[config.mk]
export PLATFORM = sky130hd
export DESIGN_NAME = x2_bus_translator
export DESIGN_NICKNAME = d
export VERILOG_FILES = /design/src/rtl/x2_bus_translator.sv
export SDC_FILE = /design/constraint.sdc
export NUM_CORES = 1
export LEC_CHECK = 0
export ABC_AREA = 1
export BUFFER_PORTS_ARGS = -buffer_cell sky130_fd_sc_hd__buf_2
export CORE_UTILIZATION = 35
export DETAILED_ROUTE_END_ITERATION = 8
export PLACE_DENSITY = 0.61
export SLEW_MARGIN = 20
export SYNTH_ARGS = -nofsm -noshare
export SYNTH_HDL_FRONTEND = slang
export SYNTH_SLANG_ARGS = --single-unit
[constraint.sdc]
create_clock -name clk -period 1.88 [get_ports clk]
set_clock_uncertainty 0.15 [all_clocks]
set_input_delay 0.094 -clock clk [delete_from_list [all_inputs] [get_ports clk]]
set_output_delay 0.094 -clock clk [all_outputs]
set_load 0.01 [all_outputs]
[src/rtl/x2_bus_translator.sv]
module x2_bus_translator #(
  parameter int W         = 32,
  parameter int BURST_LEN = 4
) (
  input  logic         clk,
  input  logic         rst_n,
  input  logic         cpu_ts_n,
  input  logic         cpu_rd,
  input  logic         cpu_burst,
  input  logic [W-1:0] cpu_addr,
  input  logic [W-1:0] cpu_wdata,
  output logic         cpu_ta_n,
  output logic [W-1:0] cpu_rdata,
  output logic         bus_clk,
  output logic         sys_ts_n,
  output logic         sys_bb_n,
  output logic [W-1:0] sys_ad_out,
  output logic         sys_ad_oe,
  input  logic [W-1:0] sys_ad_in,
  input  logic         sys_ta_n,
  output logic [W-1:0] sys_addr_hold
);
  localparam int BW = (BURST_LEN > 1) ? $clog2(BURST_LEN) : 1;

  typedef enum logic [1:0] {IDLE, ADDR, DATA, GAP} st_t;
  st_t st;

  logic          phase, pend, req_rd, req_burst, cur_rd, cur_burst;
  logic [W-1:0]  req_addr;
  logic [BW-1:0] beat;

  wire          bedge     = ~phase;
  wire          free      = (st == IDLE) || (st == GAP);
  wire          ts_now    = ~cpu_ts_n;
  wire          go        = free && bedge && (pend || ts_now);
  wire [W-1:0]  sel_addr  = ts_now ? cpu_addr  : req_addr;
  wire          sel_rd    = ts_now ? cpu_rd    : req_rd;
  wire          sel_burst = ts_now ? cpu_burst : req_burst;
  wire          ack       = (st == DATA) && bedge && ~sys_ta_n;
  wire          last      = ~cur_burst || (beat == BW'(BURST_LEN - 1));

  assign bus_clk = phase;

  always_ff @(posedge clk) begin
    if (!rst_n) begin
      phase         <= 1'b0;
      st            <= IDLE;
      pend          <= 1'b0;
      req_rd        <= 1'b0;
      req_burst     <= 1'b0;
      req_addr      <= '0;
      cur_rd        <= 1'b0;
      cur_burst     <= 1'b0;
      beat          <= '0;
      cpu_ta_n      <= 1'b1;
      cpu_rdata     <= '0;
      sys_ts_n      <= 1'b1;
      sys_bb_n      <= 1'b1;
      sys_ad_out    <= '0;
      sys_ad_oe     <= 1'b0;
      sys_addr_hold <= '0;
    end else begin
      phase    <= ~phase;
      cpu_ta_n <= ~ack;
      if (ack && cur_rd) cpu_rdata <= sys_ad_in;
      case (st)
        IDLE, GAP: begin
          if (go) begin
            st            <= ADDR;
            pend          <= 1'b0;
            cur_rd        <= sel_rd;
            cur_burst     <= sel_burst;
            beat          <= '0;
            sys_ts_n      <= 1'b0;
            sys_bb_n      <= 1'b0;
            sys_ad_out    <= sel_addr;
            sys_ad_oe     <= 1'b1;
            sys_addr_hold <= sel_addr;
          end else begin
            if (ts_now) begin
              pend      <= 1'b1;
              req_addr  <= cpu_addr;
              req_rd    <= cpu_rd;
              req_burst <= cpu_burst;
            end
            if (bedge && st == GAP) st <= IDLE;
          end
        end
        ADDR: begin
          if (bedge) begin
            st         <= DATA;
            sys_ts_n   <= 1'b1;
            sys_ad_out <= cpu_wdata;
            sys_ad_oe  <= ~cur_rd;
          end
        end
        DATA: begin
          if (ack) begin
            beat <= beat + 1'b1;
            if (last) begin
              st        <= GAP;
              sys_bb_n  <= 1'b1;
              sys_ad_oe <= 1'b0;
            end
          end else if (!bedge && !cur_rd) begin
            sys_ad_out <= cpu_wdata;
          end
        end
        default: st <= IDLE;
      endcase
    end
  end

  p_sys_on_edge_r2: assert property (@(posedge clk) disable iff (!rst_n)
    !$stable({sys_ts_n, sys_bb_n, sys_ad_oe}) |-> phase);

  p_ts_one_period_r3: assert property (@(posedge clk) disable iff (!rst_n)
    $fell(sys_ts_n) |=> !sys_ts_n ##1 sys_ts_n);

  p_ts_drives_addr_r3: assert property (@(posedge clk) disable iff (!rst_n)
    !sys_ts_n |-> sys_ad_oe);

  p_hold_stable_r4: assert property (@(posedge clk) disable iff (!rst_n)
    (!sys_bb_n && sys_ts_n) |-> $stable(sys_addr_hold));

  p_release_gap_r5: assert property (@(posedge clk) disable iff (!rst_n)
    $rose(sys_bb_n) |=> sys_bb_n);

  p_ts_under_busy_r5: assert property (@(posedge clk) disable iff (!rst_n)
    !sys_ts_n |-> !sys_bb_n);

  p_ack_pulse_r6: assert property (@(posedge clk) disable iff (!rst_n)
    !cpu_ta_n |=> cpu_ta_n);

  p_ack_aligned_r6: assert property (@(posedge clk) disable iff (!rst_n)
    !cpu_ta_n |-> phase);
endmodule

==> results of run 1 <==
==> worst reg2reg max path, delay by kind of cell, from the launching register on <==
kind,cells,cell delay [ns]
fa+ha+maj,1,0.26
buf+inv,3,0.37
flops,1,0.33
simple gates,6,0.67
==> final timing paths <==
path	from	end	slack, ns
setup / recovery	st[0]	sys_ad_out[9]	-0.02
hold / removal	cpu_addr[19]	req_addr[19]	0.005
setup reg to reg	st[0]	sys_ad_out[9]	-0.02
hold reg to reg	req_addr[0]	req_addr[0]	0.30
==> sequential cells by signal (all words and copies together), names as in the netlist <==
name,flops
req_rd,1
req_addr,32
pend,1
sys_ts_n,1
cpu_ta_n,1
sys_ad_oe,1
cpu_rdata,32
sys_bb_n,1
bus_clk,1
st,2
sys_ad_out,32
cur_burst,1
req_burst,1
beat,2
cur_rd,1
sys_addr_hold,32
==> per-stage QoR <==
| step | hold slack, ns | instance area (sq um) |
|---|---|---|
| 4_1_cts | 0.0000877 | 8880 |
| 5_1_grt | 0.0515 | 9210 |
| 3_5_place_dp | 0.186 | 7400 |
| 3_3_place_gp | 0.192 | 7400 |
| 6_report | 0.00546 | 9210 |
| 2_1_floorplan | 0.0520 | 6030 |
==> layout make-up <==
type                    instances  area [sq um]  share of cell area (%)
clock inverters                15           195                    2.12
inverters                      78           293                    3.18
multi-input cells             597          2770                    30.1
repair buffers                325          2400                    26.0
flip-flops and latches        142          2850                    30.9
well taps                     220           275                    2.99
clock buffers                  17           425                    4.62
==> cells in the mapped netlist <==
master    instances  share of area (%)
a211oi_1         26                3.2
a211oi_2          1               0.21
a21oi_1          41                3.4
buf_2            21                1.7
buf_4             5               0.62
buf_6             2               0.37
clkbuf_1         28                1.7
clkinv_1          1              0.062
dfxtp_1         142                 47
ha_1              4               0.83
inv_1            74                4.6
inv_2             3               0.19
mux2_2            1               0.19
nand2_1         217                 13
nand2_2           1               0.10
nand2_4           1               0.19
nand3_1           6               0.50
nand3_4           1               0.29
nand4_1           2               0.21
nor2_1          182                 11
nor2_2            1               0.10
nor3_1            2               0.17
o21ai_0          97                8.0
o21ai_1           8               0.66
or2_2             6               0.62
==> report_power, final <==
group          internal (W)  total [W]  switching [W]
registers           0.00390    0.00429       0.000382
clock network       0.00221    0.00354        0.00133
logic               0.00287    0.00679        0.00393
total               0.00898     0.0146        0.00564
==> routing by layer <==
| layer | vias to the layer above | global-route usage [%] |
|---|---|---|
| met5 | - | 0 |
| met4 | 0 | 7.39 |
| met3 | 29 | 5.14 |
| met2 | 168 | 33.0 |
| met1 | 2831 | 24.5 |
| li1 | 3317 | - |
==> logic make-up after synthesis <==
kind of cell | synth area share, %
adders and majority gates | 0.829
DFF | 47.1
and+or+nand+nor | 27.0
AOI/OAI and AO/OA | 15.6
muxes | 0.187
buffers and inverters | 9.33
==> repair_timing <==
item	4_1_cts	5_1_grt
hold endpoints to repair	95	0
resized for setup	0	49
buffers inserted	0	4
hold buffers	86	0
endpoints found under the setup margin	0	126
==> summary.txt, run 1 <==
Status
  • Status: complete, but fails checks
  • Failing checks: setup timing

STA
  • Slew @ Worst Pin: 0.599 ns
  • Final worst slack: -0.0217 ns
  • Normalized max-slew margin: 59.7%
  • RSZ-0062 raised after global routing: true
  • Total Neg Setup Slack: -0.169 ns
  • Max Clk Rate: 526 MHz
  • Final Critical Period: 1.90 ns
  • Hold Vio Cnt, Final: 0
  • Pins over their slew limit: 0
  • Final setup viols: 17
  • Final period util: 101%

Floorplan
  • Die X: 133 um
  • Core area: 16700 sq um
  • Number of top-level pins: 203
  • Die area: 17800 sq um
  • Initial core utilization: 36.1%
  • Die H: 133 um
  • Std cell rows: 47

Placement
  • # placed instances: 1266
  • Place WS: 0.0283 ns
  • Port Buffers: 202
  • Detail Placement HPWL: 11300 um
  • Routability Congestion: 0.783

Routing
  • Met3 routed WL: 802 um
  • Via count: 6345
  • Routed metal-1 wire length: 8460 um
  • Post-route ant nets: 0
  • Vias per cell: 4.55
  • Detailed Routing Iterations Pass 1: 6
  • Met2 wire len: 8870 um
  • Residual DRC: 0
  • Initial DRC Count: 316
  • Highest routed layer: met4
  • Routed WL per cell: 13.3 um
  • Drt total wl: 18500 um

Worst setup path
  • Crit Path Class: flip-flop to flip-flop
  • Worst setup EP type: flip-flop
  • WP buf/inv: 3
  • Critical path arrival: 2.07 ns
  • Critical Path RT: 2.04 ns
  • CP Cell Sequence: inv_2 -> ha_4 -> inv_2 -> nor2_4 -> nand2_4 -> nand2_4 -> nand3_4 -> clkbuf_16 -> nor2_1 -> nor2_1
  • Worst path depth: 10
  • CP peak stage delay: 0.33 ns
  • Critical path's top delay family: simple AND/OR/NAND/NOR gates
  • Reg2Reg Depth: 10
  • Max Fanout on Critical Path: 16
  • Crit-path slowest cell: dfxtp_2
  • Startpoint types: flip-flop

Synthesis
  • Synth Register Bits: 142
  • Mapped Cells: 873
  • Sequential fraction of the synthesis area: 47.1%
  • Warnings from Yosys: 0
  • Netlist cell types: 25
  • Syn Nets: 979
  • Mean post-synth cell area: 6.91 sq um
  • Synth Cell Area: 6030 sq um

Global routing
  • Initial antenna violation count: 0
  • Vias in the first global route: 5665
  • Overall Global Routing Usage: 19.8%
  • GR Overflow Total: 0
  • First-pass GRT wire length: 27900 um
  • Pin count of the biggest net entering global routing: 58

Clocking
  • Clk buf depth: 2
  • Clk_lat worst skew: 0.42 ns
  • CTS H-tree depth: 4
  • CTS tree: built
  • Root buf cell: clkbuf_16
  • Clock transition at the registers of the reported paths: 0.06 ns
  • Number of CTS-inserted buffers: 17
  • Clk sink count: 142

Finish
  • Fill cell total of the finished layout: 1623
  • Final Core Density: 55.1%
  • Finished Layout Cells: 1394
  • Area grow syn2layout: 52.6%
  • N_diodes: 0
  • Most frequent cells in the layout: nand2_1 (204), buf_2 (202), nor2_1 (172)
  • Layout cells sized above 1: 27.6%
  • Layout Nets: 1267
  • Commonest non-fill, non-tap cell in the layout: nand2_1

Pwr
  • Tot Pwr: 0.0146 W
  • Leakage: 4.40 nW
  • Worst vdd ir: 0.890 mV
  • Power per cell area: 1590 nW/um^2

Min path
  • Worst hold-check path type: input pin to flip-flop
  • Hold Path Depth: 5

Flow run
  • Max Cap Violations: 0
(Power assumes the default switching activity.)
==> run 2: changes to the inputs <==
--- a/config.mk
+++ b/config.mk
@@ -5,11 +5,11 @@
 export SDC_FILE = /design/constraint.sdc
 export NUM_CORES = 1
 export LEC_CHECK = 0
-export ABC_AREA = 1
 export BUFFER_PORTS_ARGS = -buffer_cell sky130_fd_sc_hd__buf_2
 export CORE_UTILIZATION = 35
 export DETAILED_ROUTE_END_ITERATION = 8
-export PLACE_DENSITY = 0.61
+export PLACE_DENSITY = 0.62
+export REMOVE_ABC_BUFFERS = 1
 export SLEW_MARGIN = 20
 export SYNTH_ARGS = -nofsm -noshare
 export SYNTH_HDL_FRONTEND = slang
==> run 2 against run 1 <==
- flip-flop and latch count stayed put
- synthesized cell count is 22% lower
- the flow now finishes without violations
- sequential power is 20% lower
- largest cell class unchanged
- utilization is 0.65 points higher
- fmax is 7.1% higher
- sequential share of layout area is 0.84 points higher
==> summary.txt, run 2 <==
Status
  • Status: complete, no violations

Finish
  • Commonest non-fill, non-tap cell in the layout: nand2_1
  • Multi-input gate area: 2670 sq um
  • Finished Layout Cells: 1209
  • Layout Nets: 1086
  • Reg area: 2840 sq um
  • Fill cell total of the finished layout: 1421
  • Layout cells sized above 1: 29.0%
  • Area grow syn2layout: 53.8%
  • N_diodes: 0
  • Most frequent cells in the layout: nand2_1 (204), buf_2 (202), dfxtp_1 (141)

Synthesis
  • Mean post-synth cell area: 8.50 sq um
  • EDFF count, synth: 0
  • Post-synth top area share: 48.8%
  • Yosys top cell by area: dfxtp_1
  • Async SR Flop Fraction: 0%
  • Sequential fraction of the synthesis area: 48.8%
  • Most common cell in the synthesized netlist: nand2_1
  • Synth Cell Area: 5830 sq um
  • Area contributors post-synth: dfxtp_1 (49%), nand2_1 (13%), a21oi_1 (8.8%)
  • Netlist cell types: 35
  • Mapped Cells: 685
  • Prevailing post-synth register cell: dfxtp_1
  • Warnings from Yosys: 0
  • Synth Register Bits: 142
  • Synth cell count leaders: nand2_1 (204), dfxtp_1 (142), a21oi_1 (102)

Worst setup path
  • Worst setup EP type: flip-flop
  • Critical path's top delay family: simple AND/OR/NAND/NOR gates
  • Crit Path Class: flip-flop to flip-flop
  • CP peak stage delay: 0.32 ns
  • Startpoint types: flip-flop
  • Critical path arrival: 1.96 ns
  • Reg2Reg Setup Slack: 0.10 ns
  • WP buf/inv: 1
  • CP Cell Sequence: inv_1 -> ha_4 -> nand3b_2 -> and2_1 -> a32oi_2 -> mux2i_1
  • Max Fanout on Critical Path: 7
  • Crit-path slowest cell: dfxtp_1
  • Critical Path RT: 2.07 ns

STA
  • Normalized max-slew margin: 69.0%
  • Max Clk Rate: 563 MHz
  • Final setup viols: 0
  • Hold Vio Cnt, Final: 0
  • Final period util: 94.5%
  • Pins over their slew limit: 0
  • WHS: 0.128 ns
  • RSZ-0062 raised after global routing: false
  • Final Critical Period: 1.78 ns
  • Slew @ Worst Pin: 0.462 ns

Placement
  • Port Buffers: 202
  • # placed instances: 1073
  • Detail Placement HPWL: 10800 um
  • Routability Congestion: 0.761

Clocking
  • Clk_lat worst skew: 0.42 ns
  • Root buf cell: clkbuf_16
  • Clk sink count: 142
  • CTS H-tree depth: 4
  • Clock transition at the registers of the reported paths: 0.06 ns
  • Number of CTS-inserted buffers: 17
  • Clk buf depth: 2
  • CTS tree: built

Flow run
  • Max Cap Violations: 0

Global routing
  • Vias in the first global route: 5376
  • GR Overflow Total: 0
  • Initial antenna violation count: 0
  • First-pass GRT wire length: 26300 um
  • Pin count of the biggest net entering global routing: 75
  • Overall Global Routing Usage: 19.8%

Routing
  • Initial DRC Count: 288
  • Highest routed layer: met4
  • Via count: 5759
  • Post-route ant nets: 0
  • Routed metal-1 wire length: 7980 um
  • Routed WL per cell: 14.4 um
  • Residual DRC: 0
  • Met3 routed WL: 1360 um
  • Vias per cell: 4.76
  • Drt total wl: 17400 um
  • Detailed Routing Iterations Pass 1: 6
  • Met2 wire len: 7930 um

Floorplan
  • Number of top-level pins: 203
  • Initial core utilization: 36.3%
  • Die area: 17200 sq um
  • Die X: 131 um
  • Core area: 16100 sq um
  • Die H: 131 um
  • Std cell rows: 46

Pwr
  • Power per cell area: 1080 nW/um^2
  • Leakage: 3.93 nW
  • Worst vdd ir: 0.622 mV

Min path
  • Worst hold-check path type: input pin to flip-flop
[run 2: cell types whose count changed after synthesis, moves of 32 or more]
cell      delta
o211ai_1    +32
mux2i_1     +37
a21oi_1     +61
o21ai_0     -93
nor2_1     -143
inv_1       -69
[run 2: final timing paths]
path | cells after the start | from | to
hold reg to reg | 2 | sys_ad_out[3] | sys_ad_out[3]
setup / recovery | 6 | st[0] | st[0]
setup reg to reg | 6 | st[0] | st[0]
hold / removal | 3 | cpu_ts_n | sys_addr_hold[0]
[run 2: report_power, final]
group	switching [W]	total (W)	leakage, nW	internal, W
logic	0.00115	0.00213	2.43	0.000985
clock network	0.00132	0.00411	0.347	0.00280
registers	0.000144	0.00344	1.16	0.00330
[run 2: kinds of logic after synthesis]
family          count (synthesis)  synth area share, %
compound gates                181                 20.0
fa+ha+maj                       4                0.859
buf+inv                        61                 6.12
flops                         142                 48.8
mux                            37                 6.36
simple gates                  260                 17.9
[run 2: timing repair]
| action | in CTS | in global routing |
|---|---|---|
| pin swaps | 0 | 3 |
| gates cloned | 1 | 2 |
| buffers inserted | 0 | 0 |
| resized for setup | 1 | 6 |
| hold buffers | 101 | 0 |
| setup endpoints to repair | 1 | 96 |
| endpoints found under the hold margin | 137 | 0 |
[run 2: worst min-delay path, stage by stage]
cell and delay [ns]:
buf_2 0.22, mux2i_1 0.23, a211oi_1 0.09
[run 2: area by class of cell]
class / count / share of cell area [%]
Timing Repair Buffer: 332 / 27.1
Sequential cell: 142 / 31.8
Multi-Input combinational cell: 482 / 29.8
Tap cell: 216 / 3.02
Clock buffer: 18 / 4.90
Inverter: 5 / 0.237
Clock inverter: 14 / 3.20
[run 2: through the flow]
step                total power, W  util [%]  instance area, sq um  TNS [ns]  worst slack (ns)
floorplan                  0.00450         -                  5490   -180.50             -2.15
global placement           0.00531      44.2                  7100         0            0.0280
detailed placement         0.00533      44.2                  7100         0            0.0137
CTS                        0.00968      55.3                  8870         0            0.0116
global route                0.0101      55.8                  8960         0           0.00352
finish                     0.00969      55.8                  8960         0             0.104
[run 2: metal layers]
layer / up-vias / track usage [%]
met5: - / 0
met4: 0 / 6.42
met3: 13 / 5.78
met2: 192 / 32.8
met1: 2622 / 24.7
li1: 2932 / -
